<file path="src/rtl/phase_lock_monitor.sv">
module phase_lock_monitor #(
  parameter int LOCK_TH   = 6,
  parameter int UNLOCK_TH = 10,
  parameter int GOOD_RUN  = 5,
  localparam int CW = $clog2(UNLOCK_TH + 1),
  localparam int RW = $clog2(GOOD_RUN + 1)
) (
  input  logic          clk,
  input  logic          rst_n,
  input  logic          ref_pulse,
  input  logic          fb_pulse,
  output logic          locked,
  output logic          err_valid,
  output logic [CW-1:0] err_count
);

  localparam logic [CW-1:0] LT_C  = CW'(LOCK_TH);
  localparam logic [CW-1:0] UT_C  = CW'(UNLOCK_TH);
  localparam logic [RW-1:0] RUN_L = RW'(GOOD_RUN - 1);

  typedef enum logic [2:0] {S_IDLE, S_REF_LEAD, S_FB_LEAD, S_SKIP_REF, S_SKIP_FB} st_t;

  st_t st, st_nx;
  logic ref_q, fb_q;
  logic [CW-1:0] cnt, cnt_nx, sval;
  logic [RW-1:0] run;
  logic score, other;

  wire ref_rise = ref_pulse & ~ref_q;
  wire fb_rise  = fb_pulse & ~fb_q;

  always_comb begin
    st_nx  = st;
    cnt_nx = cnt;
    score  = 1'b0;
    sval   = '0;
    other  = (st == S_REF_LEAD) ? fb_rise : ref_rise;
    case (st)
      S_IDLE: begin
        if (ref_rise && fb_rise) begin
          score = 1'b1;
        end else if (ref_rise) begin
          st_nx  = S_REF_LEAD;
          cnt_nx = CW'(1);
        end else if (fb_rise) begin
          st_nx  = S_FB_LEAD;
          cnt_nx = CW'(1);
        end
      end
      S_REF_LEAD, S_FB_LEAD: begin
        if (other) begin
          score = 1'b1;
          sval  = cnt;
          st_nx = S_IDLE;
        end else if (cnt == UT_C) begin
          score = 1'b1;
          sval  = UT_C;
          st_nx = (st == S_REF_LEAD) ? S_SKIP_FB : S_SKIP_REF;
        end else begin
          cnt_nx = cnt + CW'(1);
        end
      end
      S_SKIP_REF: if (ref_rise) st_nx = S_IDLE;
      S_SKIP_FB:  if (fb_rise)  st_nx = S_IDLE;
      default:    st_nx = S_IDLE;
    endcase
  end

  always_ff @(posedge clk or negedge rst_n) begin
    if (!rst_n) begin
      ref_q <= 1'b0;
      fb_q  <= 1'b0;
      st    <= S_IDLE;
      cnt   <= '0;
    end else begin
      ref_q <= ref_pulse;
      fb_q  <= fb_pulse;
      st    <= st_nx;
      cnt   <= cnt_nx;
    end
  end

  always_ff @(posedge clk or negedge rst_n) begin
    if (!rst_n) begin
      locked    <= 1'b0;
      run       <= '0;
      err_valid <= 1'b0;
      err_count <= '0;
    end else begin
      err_valid <= score;
      if (score) begin
        err_count <= sval;
        if (!locked) begin
          if (sval < LT_C) begin
            if (run == RUN_L) begin
              locked <= 1'b1;
              run    <= '0;
            end else begin
              run <= run + RW'(1);
            end
          end else begin
            run <= '0;
          end
        end else if (sval >= UT_C) begin
          locked <= 1'b0;
          run    <= '0;
        end
      end
    end
  end

  // nothing is reported before a score
  a_r1_quiet_idle: assert property (@(posedge clk) disable iff (!rst_n)
    (st == S_IDLE && !ref_rise && !fb_rise) |=> !err_valid);

  a_r4_coincident: assert property (@(posedge clk) disable iff (!rst_n)
    (st == S_IDLE && ref_rise && fb_rise) |=> (err_valid && err_count == '0));

  a_r5_rise_on_good: assert property (@(posedge clk) disable iff (!rst_n)
    $rose(locked) |-> (err_valid && err_count < LT_C));

  a_r5_run_bound: assert property (@(posedge clk) disable iff (!rst_n)
    run <= RUN_L);

  a_r6_run_cleared: assert property (@(posedge clk) disable iff (!rst_n)
    (!locked && err_valid && err_count >= LT_C) |-> run == '0);

  a_r7_hold: assert property (@(posedge clk) disable iff (!rst_n)
    ($past(locked) && err_valid && err_count < UT_C) |-> locked);

  a_r8_drop_on_big: assert property (@(posedge clk) disable iff (!rst_n)
    $fell(locked) |-> (err_valid && err_count >= UT_C));

  a_r9_saturate: assert property (@(posedge clk) disable iff (!rst_n)
    err_valid |-> err_count <= UT_C);

endmodule

</file>
<file path="config.mk">
export PLATFORM = sky130hd
export DESIGN_NAME = phase_lock_monitor
export DESIGN_NICKNAME = d
export VERILOG_FILES = /design/src/rtl/phase_lock_monitor.sv
export SDC_FILE = /design/constraint.sdc
export NUM_CORES = 1
export LEC_CHECK = 0
export BUFFER_PORTS_ARGS = -buffer_cell sky130_fd_sc_hd__buf_2
export CELL_PAD_IN_SITES_DETAIL_PLACEMENT = 0
export CELL_PAD_IN_SITES_GLOBAL_PLACEMENT = 1
export CORE_UTILIZATION = 41
export CTS_CLUSTER_SIZE = 10
export DETAILED_ROUTE_END_ITERATION = 10
export PLACE_DENSITY = 0.82
export SYNTH_ARGS = -nofsm -noshare
export SYNTH_HDL_FRONTEND = slang
export SYNTH_SLANG_ARGS = --single-unit
</file>
<file path="constraint.sdc">
create_clock -name clk -period 1.7 [get_ports clk]
set_input_delay 0.34 -clock clk [delete_from_list [all_inputs] [get_ports clk]]
set_output_delay 0.34 -clock clk [all_outputs]
set_load 0.02 [all_outputs]
</file>
After elaboration in Yosys (flattened, before gate mapping):

Index checks and enable logic that the tools add are counted.
W data, S select, Z words.

* muxes and demuxes: 31
* shifts and indexed selects: 0
* $add $sub $neg: 2
* divide/modulo/power cells: 0
* magnitude comparators: 2
* multipliers: 0
* reduce and logical (&&, ||, !) cells: 7
* bitwise operators: 4
* equality and inequality tests: 14

Operator list (number)
* $mux W3: 12
* $mux W4: 8
* $pmux W3 S4: 1
* $ne A2 B2 Y1 const B: 5
* $reduce_and A5 Y1: 2
* $mux W1: 8
* $pmux W4 S2: 1
* $eq A3 B2 Y1 const B: 2
* $eq A3 B3 Y1 const B: 2
* $ne A3 B3 Y1 const B: 2
* $add A4 B1 Y4 const B: 1
* $eq A4 B4 Y1 const B: 1
* $ge A4 B4 Y1 const B: 1
* $lt A4 B3 Y1 const B: 1
* $add A3 B1 Y3 const B: 1
* $eq A3 B1 Y1 const B: 1
* $logic_not A3 Y1: 1
* $and A1 B1 Y1: 2
* $ne A2 B1 Y1 const B: 1
* $not A1 Y1: 2
* $pmux W1 S2: 1
* $reduce_and A2 Y1: 1
* $reduce_bool A2 Y1: 1
* $reduce_or A2 Y1: 1
* $logic_and A1 B1 Y1: 1

* memory bits (writable): 0
* memories: 0
* logic and storage cells: 68
* bits of input ports: 4
* flip-flop bits (word level): 18
* memory bits (read-only): 0
* output and inout port bits: 6
* bits in latches: 0

Longest topological paths before layout:

* word-level depth: 8
* depth in mapped cells: 7
* gate-level depth less buffers: 7

Worst setup path before layout:

No wires, ideal clock.

* path kind: reg2reg
* start: reg st[2]
* end: reg run[0]
* clock period less this slack: 1866 ps
* slack: -166 ps
* data required time: 1575 ps
* cell stages (with the launch flop): 7
* buffers on the path: 1
* data arrival time: 1741 ps
* setup time: 125 ps
* path through: dfrtp_1 buf_6 nor3b_4 mux2i_1 mux2i_1 or2_1 mux2_2

* word-level cells in the longest chain between the ends: 7
* elaborated cells on any way between the ends: 15
* classes of those cells: order compare (2); eq/ne (3); mux (7); reduce/logical (3)

RTL lines
* from (decl): RTL line 23 `st_t st, st_nx;`
* from (signal assigned): RTL line 78 `st <= st_nx;`
* $eq A3 B1 Y1: RTL line 37, 38
* $mux W1: RTL line 37 `other = (st == S_REF_LEAD) ? fb_rise : ref_rise;`
* $mux W4: RTL line 51 `if (other) begin`
* $mux W4: RTL line 38 `case (st)`
* $ge A4 B4 Y1 or $lt A4 B3 Y1 (tied branches): RTL line 104, 94
* $ne A2 B1 Y1 (no source line) or $mux W3 (tied branches)
* $reduce_and A2 Y1 (no source line) or $mux W3 (tied branches)
* to (signal assigned): RTL line 99 `run <= run + RW'(1);`
* to (decl): RTL line 26 `logic [RW-1:0] run;`

Several ways; a longest one is shown, not always the timed one.
A chain may end at the register's enable or synchronous reset.

Worst setup path in the final report:

Ends and elaborated chain as after synthesis.

==> qor.yml <==
rsz0062_at_grt: "yes"
cts_htree_levels: 1
fin_ws_ps: -155
port_buffers: 9
cts-root-buf: "clkbuf_4"
tns_ps: -742
synthFlopType: "dfrtp_1"
fin_util_pct: 64.3
pwr_density_cell_nw_per_um2: 1230
total_power_mw: 1.97
drtIter0Drc: 24
swShare_pct: 39.1
first_global_vias: 999
die_w_um: 53.8
grt_use_total_pct: 21.6
totalWireLength_um: 2950
skew_ps: 4.56
power_switching_mw: 0.770
start_util_pct: 44.0
netlist_area_um2: 1100
tritoncts: "yes"
synth.top_cells.by_count: "18 x dfrtp_1, 8 x inv_1, 8 x nor2_1"
vias: 1033
slew_headroom_pct: 71.5
p_leak_nw: 0.735
synthCells: 106
synth_seq_cells: 18
slew_viol_final: 0
max-clock-path-buffers: 2
fin_crit_ps: 1850
worst_setup_path_end_kind: "flop"
seq_area_frac_synth_pct: 41.0
worstSetupPathType: "reg -> reg"
power_frac_clock_pct: 11.3
gr-total-overflow: 0
setup_violations: 10
stdcell_area_um2: 1610
cp.required_ps: 1900
n_antenna_cell: 0
path_max_fanout: 3
cts_buffers: 3
area_growth_syn_to_layout_pct: 46.1
syn_area_per_cell_um2: 10.4
vias_per_cell: 5.68
grt_pass1_wl_um: 4410
placed_area_um2: 1360
pwr-share-seq_pct: 31.0
clock-sinks: 18
io_pins: 10
core_area_um2: 2500
violations: "negative setup slack"
clkLatencyLatePin_ps: 310
hold_violations: 0
worstMarginPinSlew_ps: 427
ir_drop_v: 0.00111
fin_crit_sh_pct: 109
fmax_ghz: 0.539
antenna_found_initial: 0
wl_per_cell_um: 16.2
yosys-top-cells-area: "dfrtp_1 41%, mux2i_1 5.5%, ha_1 4.6%, inv_1 2.7%, nor2_1 2.7%"
gp_congestion: 0.884
rows: 18
async_flop_share_pct: 100
ys_types: 42
drive_above_1_share_pct: 52.6
grt_max_degree: 19
yosysMostFrequentCell: "dfrtp_1"
power_frac_comb_pct: 57.7
firstDrtPassIters: 4
synth_edf_count: 0
status: "finished, violations left"
dp_hpwl_um: 1870
start_kind: "flop"
ant_nets: 0
dieArea_um2: 2890
synth_top_area_share_pct: 41.0
path_clk_slew_ps: 100
crit_arrival_ps: 2050
cap_violations: 0
min_path_type: "in -> reg"
p_int_mw: 1.20
syn_nets: 114
drc: 0
yosys_warnings: 0
synth.largest_area_cell: "dfrtp_1"
layout.nets: 162
die_h_um: 53.8
-- timing repair --
action | CTS | global route
buffers inserted | 9 | 3
endpoints found under the setup margin | 10 | 13
resized for setup | 15 | 12
pin swaps | 10 | 4
endpoints found under the hold margin | 18 | 0
hold buffers | 1 | 0
-- per-layer routing --
metal | GRT usage [%] | vias up | part of all wire [%]
met5 | 0 | - | 0
met3 | 3.67 | 4 | 2.2
met4 | 10.5 | 0 | 1.7
met2 | 37.7 | 21 | 53
li1 | - | 490 | -
met1 | 25.1 | 518 | 43
-- flip-flops by register name, indices dropped and copies added, names as in the netlist --
name and cells:
cnt 4, err_count 4, run 3, st 3, err_valid 1, fb_q 1
locked 1, ref_q 1
-- cell type report --
cell class                 instances  area (µm²)
inverter                           8        30.0
clock buffer                       3        22.5
multi-input combinational         77         726
sequential                        18         450
tap                               30        37.5
timing repair buffer              46         340
fill                             191         893
-- logic make-up (layout without fill, tap and decap cells) --
logic type	after synthesis	count (layout)	synth area share [%]
xor gates and xnor gates	1	1	1.48
buffers and inverters	11	57	5.12
and+or+nand+nor	36	36	19.7
AOI/OAI and AO/OA	26	26	18.4
muxes	10	10	9.78
DFF	18	18	41.0
adders and majority gates	4	4	4.55
-- worst max-delay path: stages (launching register included) --
cell and delay (ps):
dfrtp_1 420, nor3b_4 290, mux2i_2 290, mux2i_1 260, or2_4 190, mux2_4 290
-- layout by cell type (no fill, tap or decap), drive strengths merged, types with 2 or more instances in the layout --
master / netlist / routed
a211oi: 2 / 2
a21o: 3 / 3
a21oi: 5 / 5
a22o: 3 / 3
buf: 3 / 45
clkbuf: 0 / 3
dfrtp: 18 / 18
ha: 4 / 4
inv: 8 / 8
mux2: 3 / 3
mux2i: 7 / 7
nand2: 4 / 4
nand2b: 4 / 4
nand3: 3 / 3
nor2: 8 / 8
nor2b: 2 / 2
nor3: 3 / 3
o2bb2ai: 2 / 2
o32ai: 3 / 3
or2: 2 / 2
or3: 2 / 2
or3b: 2 / 2
-- stage by stage --
stage	hold slack, ps	cells	setup WS (ps)
6_report	156	182	-155
2_1_floorplan	44.4	106	-131
3_3_place_gp	295	167	-170
4_1_cts	164	180	-135
5_1_grt	148	182	-261
3_5_place_dp	305	167	-223
-- power groups by stage --
stage                     registers, mW  logic [mW]  clock network [mW]
final                             0.611        1.14               0.223
after global routing              0.622        1.23               0.247
after CTS                         0.604        1.03               0.223
after detailed placement          0.608       0.852                   0
after global placement            0.599       0.829                   0
after floorplan                   0.663       0.447                   0
-- final timing paths --
path | start | to | depth (start not counted) | slack [ps]
min in group asynchronous | rst_n | ref_q | 2 | 490
hold / removal | fb_pulse | fb_q | 1 | 160
setup reg to reg | st[2] | run[0] | 5 | -150
setup / recovery | st[2] | run[0] | 5 | -150
hold reg to reg | err_count[0] | err_count[0] | 1 | 520
max in group asynchronous | rst_n | err_count[3] | 2 | 910
Power figures use the tool's default switching activity.
